**src/rtl/irqx_pkg.sv**
```systemverilog
package irqx_pkg;

  typedef enum logic [2:0] {
    WR_PEND_SET  = 3'd0,
    WR_PEND_CLR  = 3'd1,
    WR_GRP_EN    = 3'd2,
    WR_LATCH_REL = 3'd3,
    WR_LINE_EN   = 3'd4,
    WR_MASK      = 3'd5
  } wr_kind_e;

  typedef enum logic [2:0] {
    RD_PEND      = 3'd0,
    RD_GRP_EN    = 3'd1,
    RD_LATCH     = 3'd2,
    RD_LINE_FLAG = 3'd3,
    RD_LINE_EN   = 3'd4,
    RD_MASK      = 3'd5
  } rd_kind_e;

  // index of the lowest set bit among the first n bits (0 when none)
  function automatic int lowest_set(input logic [63:0] v, input int n);
    int r;
    r = 0;
    for (int i = n - 1; i >= 0; i--) begin
      if (v[i]) r = i;
    end
    return r;
  endfunction

  // flat vector index of a source within a line
  function automatic int vec_index(input int line, input int src, input int per_line);
    return line * per_line + src;
  endfunction

endpackage

```
**src/rtl/irqx_group.sv**
```systemverilog
module irqx_group
  import irqx_pkg::*;
#(
  parameter int SRCS  = 8,
  parameter int SRC_W = $clog2(SRCS)
) (
  input  logic             clk,
  input  logic             rst_n,
  input  logic [SRCS-1:0]  src,
  input  logic [SRCS-1:0]  set_bits,
  input  logic [SRCS-1:0]  clr_bits,
  input  logic             en_wr,
  input  logic [SRCS-1:0]  en_data,
  input  logic             latch_rel,
  input  logic             svc,
  input  logic [SRC_W-1:0] svc_src,
  output logic [SRCS-1:0]  pend_q,
  output logic [SRCS-1:0]  en_q,
  output logic             latch_q,
  output logic             grp_req,
  output logic [SRC_W-1:0] grp_sel,
  output logic             line_raise
);

  logic [SRCS-1:0] svc_mask;
  logic [SRCS-1:0] live;
  logic [SRCS-1:0] pend_nxt;

  always_comb begin
    svc_mask = '0;
    if (svc) svc_mask[svc_src] = 1'b1;
  end

  // sources win over any clear in the same cycle
  assign pend_nxt   = ((pend_q | set_bits) & ~(clr_bits | svc_mask)) | src;
  assign live       = pend_q & en_q;
  assign grp_req    = |live;
  assign grp_sel    = SRC_W'(lowest_set(64'(live), SRCS));
  assign line_raise = grp_req & ~latch_q;

  always_ff @(posedge clk) begin
    if (!rst_n) begin
      pend_q  <= '0;
      en_q    <= '0;
      latch_q <= 1'b0;
    end else begin
      pend_q <= pend_nxt;
      if (en_wr) en_q <= en_data;
      if (svc)            latch_q <= 1'b1;
      else if (latch_rel) latch_q <= 1'b0;
    end
  end

  assert_src_latched_R2: assert property (@(posedge clk) disable iff (!rst_n)
    (|src) |=> ((pend_q & $past(src)) == $past(src)));

  assert_clear_spares_R3: assert property (@(posedge clk) disable iff (!rst_n)
    (|pend_q) |=> ((($past(pend_q) & ~$past(clr_bits | svc_mask)) & ~pend_q) == '0));

  assert_latch_set_R7: assert property (@(posedge clk) disable iff (!rst_n)
    svc |=> latch_q);

  assert_latch_release_R8: assert property (@(posedge clk) disable iff (!rst_n)
    (latch_rel && !svc) |=> !latch_q);

endmodule

```
**src/rtl/irqx_cpu.sv**
```systemverilog
module irqx_cpu
  import irqx_pkg::*;
#(
  parameter int LINES  = 12,
  parameter int SRCS   = 8,
  parameter int SRC_W  = $clog2(SRCS),
  parameter int LINE_W = $clog2(LINES),
  parameter int VEC_W  = $clog2(LINES * SRCS)
) (
  input  logic              clk,
  input  logic              rst_n,
  input  logic [LINES-1:0]  line_raise,
  input  logic [LINES-1:0]  grp_req,
  input  logic [SRC_W-1:0]  grp_sel [LINES],
  input  logic              en_wr,
  input  logic [LINES-1:0]  en_data,
  input  logic              mask_wr,
  input  logic              mask_data,
  input  logic              irq_ack,
  output logic [LINES-1:0]  line_flag_q,
  output logic [LINES-1:0]  line_en_q,
  output logic              mask_q,
  output logic              irq_req,
  output logic [VEC_W-1:0]  irq_vec,
  output logic [LINES-1:0]  svc_vec,
  output logic [SRC_W-1:0]  svc_src
);

  logic [LINES-1:0]  cand;
  logic [LINE_W-1:0] cand_line;
  logic              cand_ok;
  logic              svc_fire;
  logic              req_q;
  logic [VEC_W-1:0]  vec_q;
  logic [LINE_W-1:0] line_q;
  logic [SRC_W-1:0]  src_q;

  assign cand      = line_flag_q & line_en_q & grp_req;
  assign cand_ok   = (|cand) && !mask_q;
  assign cand_line = LINE_W'(lowest_set(64'(cand), LINES));
  assign svc_fire  = req_q & irq_ack;
  assign irq_req   = req_q;
  assign irq_vec   = vec_q;
  assign svc_src   = src_q;

  always_comb begin
    svc_vec = '0;
    if (svc_fire) svc_vec[line_q] = 1'b1;
  end

  always_ff @(posedge clk) begin
    if (!rst_n) begin
      line_flag_q <= '0;
      line_en_q   <= '0;
      mask_q      <= 1'b1;
      req_q       <= 1'b0;
      vec_q       <= '0;
      line_q      <= '0;
      src_q       <= '0;
    end else begin
      line_flag_q <= (line_flag_q | line_raise) & ~svc_vec;
      if (en_wr)   line_en_q <= en_data;
      if (mask_wr) mask_q    <= mask_data;
      if (svc_fire) begin
        req_q <= 1'b0;
      end else if (!req_q && cand_ok) begin
        req_q  <= 1'b1;
        line_q <= cand_line;
        src_q  <= grp_sel[cand_line];
        vec_q  <= VEC_W'(vec_index(int'(cand_line), int'(grp_sel[cand_line]), SRCS));
      end
    end
  end

  assert_vec_hold_R9: assert property (@(posedge clk) disable iff (!rst_n)
    (req_q && !irq_ack) |=> (req_q && $stable(vec_q)));

  assert_mask_gate_R5: assert property (@(posedge clk) disable iff (!rst_n)
    $rose(req_q) |-> !$past(mask_q));

  assert_line_gate_R5: assert property (@(posedge clk) disable iff (!rst_n)
    $rose(req_q) |-> $past(|(line_flag_q & line_en_q)));

  assert_line_clear_R7: assert property (@(posedge clk) disable iff (!rst_n)
    svc_fire |=> ((line_flag_q & $past(svc_vec)) == '0));

endmodule

```
**src/rtl/irq_expander.sv**
```systemverilog
module irq_expander
  import irqx_pkg::*;
#(
  parameter int LINES = 12,
  parameter int SRCS  = 8,
  localparam int NSRC   = LINES * SRCS,
  localparam int SRC_W  = $clog2(SRCS),
  localparam int GRP_W  = $clog2(LINES),
  localparam int VEC_W  = $clog2(NSRC),
  localparam int DATA_W = (LINES > SRCS) ? LINES : SRCS
) (
  input  logic              clk,
  input  logic              rst_n,
  input  logic [NSRC-1:0]   src_irq,
  input  logic              wr_en,
  input  logic [2:0]        wr_sel,
  input  logic [GRP_W-1:0]  wr_grp,
  input  logic [DATA_W-1:0] wr_data,
  input  logic [2:0]        rd_sel,
  input  logic [GRP_W-1:0]  rd_grp,
  output logic [DATA_W-1:0] rd_data,
  output logic              irq_req,
  output logic [VEC_W-1:0]  irq_vec,
  input  logic              irq_ack
);

  logic [SRCS-1:0]  pend   [LINES];
  logic [SRCS-1:0]  gen    [LINES];
  logic [SRC_W-1:0] gsel   [LINES];
  logic [LINES-1:0] latch_vec;
  logic [LINES-1:0] grp_req;
  logic [LINES-1:0] line_raise;
  logic [LINES-1:0] line_flag;
  logic [LINES-1:0] line_en;
  logic [LINES-1:0] svc_vec;
  logic [SRC_W-1:0] svc_src;
  logic             mask_q;

  for (genvar g = 0; g < LINES; g++) begin : g_grp
    logic            hit;
    logic [SRCS-1:0] set_b;
    logic [SRCS-1:0] clr_b;

    assign hit   = wr_en && (wr_grp == GRP_W'(g));
    assign set_b = (hit && wr_sel == WR_PEND_SET) ? wr_data[SRCS-1:0] : '0;
    assign clr_b = (hit && wr_sel == WR_PEND_CLR) ? wr_data[SRCS-1:0] : '0;

    irqx_group #(.SRCS(SRCS), .SRC_W(SRC_W)) u_grp (
      .clk        (clk),
      .rst_n      (rst_n),
      .src        (src_irq[g*SRCS +: SRCS]),
      .set_bits   (set_b),
      .clr_bits   (clr_b),
      .en_wr      (hit && wr_sel == WR_GRP_EN),
      .en_data    (wr_data[SRCS-1:0]),
      .latch_rel  (hit && wr_sel == WR_LATCH_REL && wr_data[0]),
      .svc        (svc_vec[g]),
      .svc_src    (svc_src),
      .pend_q     (pend[g]),
      .en_q       (gen[g]),
      .latch_q    (latch_vec[g]),
      .grp_req    (grp_req[g]),
      .grp_sel    (gsel[g]),
      .line_raise (line_raise[g])
    );

    assert_latch_blocks_R4: assert property (@(posedge clk) disable iff (!rst_n)
      $rose(line_flag[g]) |-> !$past(latch_vec[g]));
  end

  irqx_cpu #(
    .LINES (LINES),
    .SRCS  (SRCS),
    .SRC_W (SRC_W),
    .LINE_W(GRP_W),
    .VEC_W (VEC_W)
  ) u_cpu (
    .clk        (clk),
    .rst_n      (rst_n),
    .line_raise (line_raise),
    .grp_req    (grp_req),
    .grp_sel    (gsel),
    .en_wr      (wr_en && wr_sel == WR_LINE_EN),
    .en_data    (wr_data[LINES-1:0]),
    .mask_wr    (wr_en && wr_sel == WR_MASK),
    .mask_data  (wr_data[0]),
    .irq_ack    (irq_ack),
    .line_flag_q(line_flag),
    .line_en_q  (line_en),
    .mask_q     (mask_q),
    .irq_req    (irq_req),
    .irq_vec    (irq_vec),
    .svc_vec    (svc_vec),
    .svc_src    (svc_src)
  );

  // combinational read mux, out-of-range groups read zero
  always_comb begin
    rd_data = '0;
    case (rd_sel)
      RD_PEND:      if (rd_grp < GRP_W'(LINES)) rd_data[SRCS-1:0] = pend[rd_grp];
      RD_GRP_EN:    if (rd_grp < GRP_W'(LINES)) rd_data[SRCS-1:0] = gen[rd_grp];
      RD_LATCH:     if (rd_grp < GRP_W'(LINES)) rd_data[0] = latch_vec[rd_grp];
      RD_LINE_FLAG: rd_data[LINES-1:0] = line_flag;
      RD_LINE_EN:   rd_data[LINES-1:0] = line_en;
      RD_MASK:      rd_data[0] = mask_q;
      default:      rd_data = '0;
    endcase
  end

  assert_one_service_R7: assert property (@(posedge clk) disable iff (!rst_n)
    $onehot0(svc_vec & line_flag));

endmodule

```
**config.mk**
```make
export PLATFORM = sky130hd
export DESIGN_NAME = irq_expander
export DESIGN_NICKNAME = d
export VERILOG_FILES = /design/src/rtl/irqx_pkg.sv /design/src/rtl/irqx_group.sv /design/src/rtl/irqx_cpu.sv /design/src/rtl/irq_expander.sv
export SDC_FILE = /design/constraint.sdc
export NUM_CORES = 1
export LEC_CHECK = 0
export BUFFER_PORTS_ARGS = -buffer_cell sky130_fd_sc_hd__buf_4
export CAP_MARGIN = 20
export CORE_UTILIZATION = 55
export CTS_CLUSTER_SIZE = 24
export DETAILED_ROUTE_END_ITERATION = 12
export PLACE_DENSITY = 0.76
export SLEW_MARGIN = 15
export SYNTH_ARGS = -nofsm -noshare
export SYNTH_HDL_FRONTEND = slang
export SYNTH_SLANG_ARGS = --single-unit
```
**constraint.sdc**
```tcl
create_clock -name clk -period 14.05 [get_ports clk]
set_clock_uncertainty 0.2 [all_clocks]
set_input_delay 4.215 -clock clk [delete_from_list [all_inputs] [get_ports clk]]
set_output_delay 4.215 -clock clk [all_outputs]
set_load 0.01 [all_outputs]
```
==> results of run 1 <==
## tightest hold or removal path, stage by stage, from the launching register on
cell      delay, ps
dfxtp_1         330
nand2_1          50
a21boi_0         60
## cells by family after synthesis
group	count (synthesis)	synth area share (%)
muxes	177	18.0
buffers and inverters	123	3.59
DFF	237	35.0
and+or+nand+nor	348	13.0
AOI/OAI and AO/OA	544	30.4
## area by class of cell
| type | count | area share [%] |
|---|---|---|
| repair buffers | 158 | 7.63 |
| inverters | 16 | 0.385 |
| clock inverters | 4 | 0.610 |
| multi-input cells | 1069 | 53.5 |
| flip-flops and latches | 237 | 30.4 |
| diodes | 2 | 0.0321 |
| clock buffers | 41 | 4.79 |
| well taps | 324 | 2.60 |
## Yosys cell counts (all sizes together) (16+ instances only)
master  count
a22oi      57
mux4       52
nor2b     107
dfxtp     237
nand2     113
clkbuf     93
o21a      120
a41oi      20
o21ai      22
nand3      16
a221oi    100
nor2       60
inv        16
mux2i     122
a21oi     127
## report_power, final
| group | total [µW] | internal (µW) | switching (µW) | leakage, µW |
|---|---|---|---|---|
| clock | 685 | 401 | 284 | 0.000406 |
| combinational | 156 | 76.4 | 79.9 | 0.00348 |
| sequential | 740 | 694 | 45.8 | 0.00194 |
| total | 1580 | 1170 | 410 | 0.00583 |
## path summary, 6_finish.rpt
path,slack (ps),to,cells after the start
setup / recovery,3210,rd_data[0],8
hold / removal,300,u_cpu.line_en_q[6],2
setup reg to reg,9960,u_cpu.svc_src[0],10
hold reg to reg,300,u_cpu.line_en_q[6],2
## state kept, by name, summed over array words and instances, names as in the netlist
register and flops:
u_cpu.irq_req 1, u_cpu.line_en_q 12, u_cpu.irq_vec 1, u_cpu.mask_q 1
u_cpu.svc_src 2, u_cpu.line_flag_q 12, g_grp.u_grp.pend_q 96, g_grp.u_grp.en_q 96
u_cpu.line_q 4, g_grp.u_grp.latch_q 12
## per-layer routing
layer  vias up  routed length, µm  part of all wire [%]
li1       5701                  -                     -
met1      6464              21500                    40
met2      1165              22200                    41
met3       177               8380                    15
met4         0               2100                   3.9
met5         -                  0                     0
## through the flow
step                      instance area (µm²)  setup WS, ps  hold WS (ps)  util, %
after detailed placement                14700          3230           285     60.8
final                                   15600          3210           299     64.3
after floorplan                         13600          3270           251        -
after CTS                               15600          3230           294     64.3
after global routing                    15600          3000           335     64.3
after global placement                  14700          3210           272     60.8
==> results.md, run 1 <==
* Status: complete, no violations
* Worst Path Buf+Inv at 2
* PnR Total Power at 1580 µW
* DRC violations left at 0
* Synth top area share at around a third
* CTS tree: yes
* DRT Wirelength at between 50000 and 60000 µm
* Flops & latches, synth at about 240
* Post-synth EDFFs at 0
* Vias per std cell at ~7.3
* Clk sink count at 237
* Final Hold Viols at 0
* Vias in the first global route at 12400
* Cells after Synth at 1429
* Max Root-Sink Buffers at 3
* Critical path class: input pin to output pin
* GRT Residual Overflow at 0
* First-pass GRT wire length at 79900 µm
* Post-route ant nets at 0
* Number of CTS-inserted buffers at 26
* Via count at about 14000
* IO Pins at 146
* Minimum clock period after layout at about 11000 ps
* Delay-heaviest family, CP: multiplexers
* VDD IR max at 104 µV
* Detailed Routing Iterations Pass 1 at 7
* Ys async rst share at 0%
* Initial antenna violation count at 0
* Worst Setup End Kind: output pin
* DRC marker count from the first detailed-route iteration at 2240
* Cell Pwr Density at 101 nW/µm²
* Sequential cell area fraction in the yosys report at 35.0%
* Startpoint types: input pin
* Synthesis Warnings at 0
* Routing usage on met3 at 13.6%
* Max-cap violation count at 0
* Worst Tran Pin Value at approximately 1100 ps
* Hold WC Path Type: flop to flop
* CP startpoint: rd_grp[0]
* Clk Latency, worst-skew pair at ~560 ps
* RD Place Congestion at 1.12
* Commonest cells after routing, fill and taps aside: 237 x dfxtp_1, 157 x buf_4, 127 x a21oi_1
* CP max FO at 51
* Clk slew on worst S/H paths at 50 ps
* Dpl hpwl at 39400 µm
* RSZ-0062 raised after global routing: no
* Yosys top cell by area: dfxtp_1
* Synthesized area at roughly 14000 µm²
* Worst EP required at 9630 ps
* Max incr delay on CP at between 600 and 700 ps
* Slew Viols, Final at 0
* H-tree Lvls at 1
* Filler cell count at slightly above 2000
* Lkg Pwr at 0.00583 µW
* Port bufs at 145
* Setup TNS at 0 ps
* FP Rows at 57
* Global Route met2 Usage at 58.8%
* Setup violations, final at 0
* Total GRT Usage at 41.8%
* Commonest non-fill, non-tap cell in the layout: dfxtp_1
* Min-delay src: u_cpu.line_en_q[6]
* Die Height at approximately 160 µm
* Layout cells sized above 1 at 18.7%
* Worst-path cell chain: buf_4, mux4_2, mux2_2, a31oi_1, o22ai_1, o21ai_0, nand2_1, buf_4
* Synthesized area per cell at 9.49 µm²
* Post-DR wirelength/cell at 29.3 µm
* Syn-to-layout area delta at 15.1%
* Top FF cell, synth: dfxtp_1
* Met1 Use GR at 59.6%
* CORE AREA at roughly 24000 µm²
* Crit path arrival time at between 6000 and 7000 ps
* Slowest CP cell: buf_4
* Worst slew margin at between 20% and 30%
* Die ar. at 25300 µm²
* Fin crit share at 77.1%
* Die W at 159 µm
* Starting Density at 55.9%
* Post-synth cell types at 71
* Largest net degree at the start of global routing at 140
* Post-CTS sizing at 0
* Setup Buffers After CTS at 0
* Cell at the root of the clock tree: clkbuf_16
* Worst r2r src: g_grp[4].u_grp.pend_q[0]
* Sequential Area at approximately 4700 µm²
* Footprint of the multi-input gates at 8350 µm²
* Final non-filler cell total at 1851
* Final nets at 1634
* Mapped Nets at between 1500 and 2000
* Gr busiest metal: met1
* Max Clock Freq at 92.3 MHz
* Hold-fix buffers, CTS at 0
* Placed instance count at approximately 1800
* Synth area leaders: dfxtp_1 35%, mux2i_1 9.0%, mux4_2 8.3%
* CP most frequent cell: buf_4
Note: power is estimated with default switching activity, not from simulation.
==> run 2: changes to the inputs <==
Settings changed: ABC_AREA from default to 1.
Clock period 14.05 ns to 10.08 ns, I/O delays scaled along.
==> results.md, run 2 <==
* Status: complete, no violations
* DRT Wirelength at 59400 µm (+9.7%)
* Ant. Diodes at 0 (-2)
* H-tree Lvls at 1 (unchanged)
* Starting Density at 56.5% (+0.65 points)
* Dpl hpwl at 41700 µm (+5.9%)
* Top FF cell, synth: dfxtp_1
* Cell at the root of the clock tree: clkbuf_16
* CP max FO at 51 (unchanged)
* Initial antenna violation count at 1 (+1)
* Mapped Nets at 2175 (+40%)
* Startpoint types: input pin
* GRT Residual Overflow at 0 (unchanged)
* Crit path arrival time at 5590 ps (-830 ps)
* Port bufs at 145 (unchanged)
* Number of CTS-inserted buffers at 27 (+3.8%)
* Hold-fix buffers, CTS at 0 (unchanged)
* Flops & latches, synth at 237 (unchanged)
* Die ar. at 24900 µm² (-1.5%)
* Total GRT Usage at 47.4% (+5.6 points)
* Vias per std cell at 6.52 (-11%)
* First-pass GRT wire length at 87600 µm (+9.5%)
* Placed instance count at 2408 (+33%)
* Cells after Synth at 2049 (+43%)
* Cell Pwr Density at 144 nW/µm² (+42%)
* Post-route ant nets at 0 (unchanged)
* Top-count cell post-synth: nand2_1
* Synth top area share at 35.5% (+0.53 points)
* Die Height at 158 µm (-0.74%)
* Setup Buffers After CTS at 0 (unchanged)
* Post-CTS sizing at 0 (unchanged)
* Commonest cells after routing, fill and taps aside: 333 x nand2_1, 298 x a21oi_1, 291 x o21ai_0
* IO Pins at 146 (unchanged)
* Setup TNS at 0 ps (unchanged)
* FP Rows at 56 (-1.8%)
* Slew Viols, Final at 0 (unchanged)
* Sequential cell area fraction in the yosys report at 35.5% (+0.53 points)
* CORE AREA at 23600 µm² (-2.6%)
* Worst EP required at 6860 ps (-2770 ps)
* Commonest non-fill, non-tap cell in the layout: nand2_1
* Max Clock Freq at 113 MHz
* RD Place Congestion at 1.02 (-9.2%)
* RSZ-0062 raised after global routing: no
* Post-synth cell types at 40 (-44%)
* Yosys top cell by area: dfxtp_1
* Setup violations, final at 0 (unchanged)
* Final Hold Viols at 0 (unchanged)
* DRC violations left at 0 (unchanged)
* Leading registers by flop count: g_grp.u_grp.en_q x96, g_grp.u_grp.pend_q x96
* Clk slew on worst S/H paths at 60 ps (about the same)
* Pre-CTS WS at 1400 ps (-1830 ps)
* Final worst slack at 1270 ps (-1950 ps)
* Routing usage on met3 at 13.3% (-0.32 points)
* Gr busiest metal: met2
* Synth area leaders: dfxtp_1 36%, a21oi_1 11%, o21ai_0 11%
* Delay-heaviest family, CP: buffers and inverters
* Syn-to-layout area delta at 15.2% (about the same)
* Max incr delay on CP at 730 ps (+110 ps)
* Global Route met2 Usage at 71.7% (+13 points)
* Synthesized area at 13400 µm² (-1.5%)
* Vias in the first global route at 14900 (+20%)
* DRC marker count from the first detailed-route iteration at 2444 (+9.1%)
* Synthesis Warnings at 0 (unchanged)
* CTS tree: yes
* Worst-path cell chain: buf_4, inv_1, buf_4, a21oi_1, o21ai_0, nand3_1, nand3_1, nand3_1, a221o_1, buf_4
* Final nets at 2246 (+37%)
* Die W at 158 µm (-0.74%)
* Largest net degree at the start of global routing at 120 (-14%)
* Ys async rst share at 0% (unchanged)
* Final non-filler cell total at 2457 (+33%)
* Worst slew margin at 22.5% (-3.3 points)
* Most frequent cells after synthesis: 333 x nand2_1, 298 x a21oi_1, 291 x o21ai_0
* VDD IR max at 132 µV (+27%)
* Max Root-Sink Buffers at 3 (unchanged)
* Synthesized area per cell at 6.52 µm² (-31%)
* Lkg Pwr at 0.00675 µW (+16%)
* Via count at 16000 (+19%)
* Worst Setup End Kind: output pin
* Hold WC Path Type: flop to flop
* Worst Tran Pin Value at 1160 ps (+52.5 ps)
* Post-DR wirelength/cell at 24.2 µm (-17%)
* Worst Path Buf+Inv at 4 (+2)
* Fin crit share at just under 90%
* Minimum clock period after layout at 8810 ps
* Max-cap violation count at 0 (unchanged)
* Critical path class: input pin to output pin
* Post-synth EDFFs at 0 (unchanged)
* Layout cells sized above 1 at 10.6% (-8.1 points)
* Clk sink count at 237 (unchanged)
* Slowest CP cell: inv_1
* Met1 Use GR at 56.8% (-2.8 points)
* Detailed Routing Iterations Pass 1 at 8 (+1)
* Clk Latency, worst-skew pair at 560 ps (about the same)
run 2: routing by layer:
layer  wire length [µm]  vias to the layer above  part of all wire (%)
li1                   -                     7172                     -
met4               5450                        0                   9.2
met2              25100                     1285                    42
met1              21200                     7228                    36
met3               7680                      346                    13
met5                  0                        -                     0
run 2: stage by stage:
step	hold slack (ps)	total power [µW]	cell area [µm²]	util, %
finish	284	2210	15400	65.1
global route	304	2250	15400	65.1
CTS	282	2180	15300	65.0
detailed placement	273	1260	14500	61.4
global placement	255	1260	14500	61.4
floorplan	251	1140	13400	-
run 2: power breakdown:
part	total [µW]	switching [µW]	leakage (µW)	internal, µW
registers	997	27.9	0.00194	969
logic	262	169	0.00440	92.8
clock network	948	406	0.000408	542
run 2: logic make-up (layout without fill, tap and decap cells):
logic type | after synthesis | in the layout | synth area share, %
buffers and inverters | 373 | 462 | 10.6
flip-flops | 237 | 237 | 35.5
multiplexers | 2 | 2 | 0.150
AO/OA/AOI/OAI | 765 | 765 | 33.1
AND/OR/NAND/NOR | 672 | 672 | 20.6
run 2: final timing paths:
check / to / slack, ps / cells past startpoint / start
max: rd_data[0] / 1270 / 10 / rd_grp[1]
min: g_grp[9].u_grp.latch_q / 280 / 2 / g_grp[9].u_grp.latch_q
max reg2reg: u_cpu.svc_src[0] / 6130 / 13 / g_grp[0].u_grp.en_q[7]
min reg2reg: g_grp[9].u_grp.latch_q / 280 / 2 / g_grp[9].u_grp.latch_q
run 2: final cells by class:
type,count,area (µm²)
fillers,2191,8240
multi-input cells,1439,7200
flip-flops and latches,237,4740
repair buffers,164,1250
inverters,251,943
clock buffers,41,798
well taps,319,399
clock inverters,6,38.8
run 2: worst min-delay path, stage by stage, from the launching register on:
cell     delay [ps]
dfxtp_1         310
o21ai_0          70
a21oi_1          60
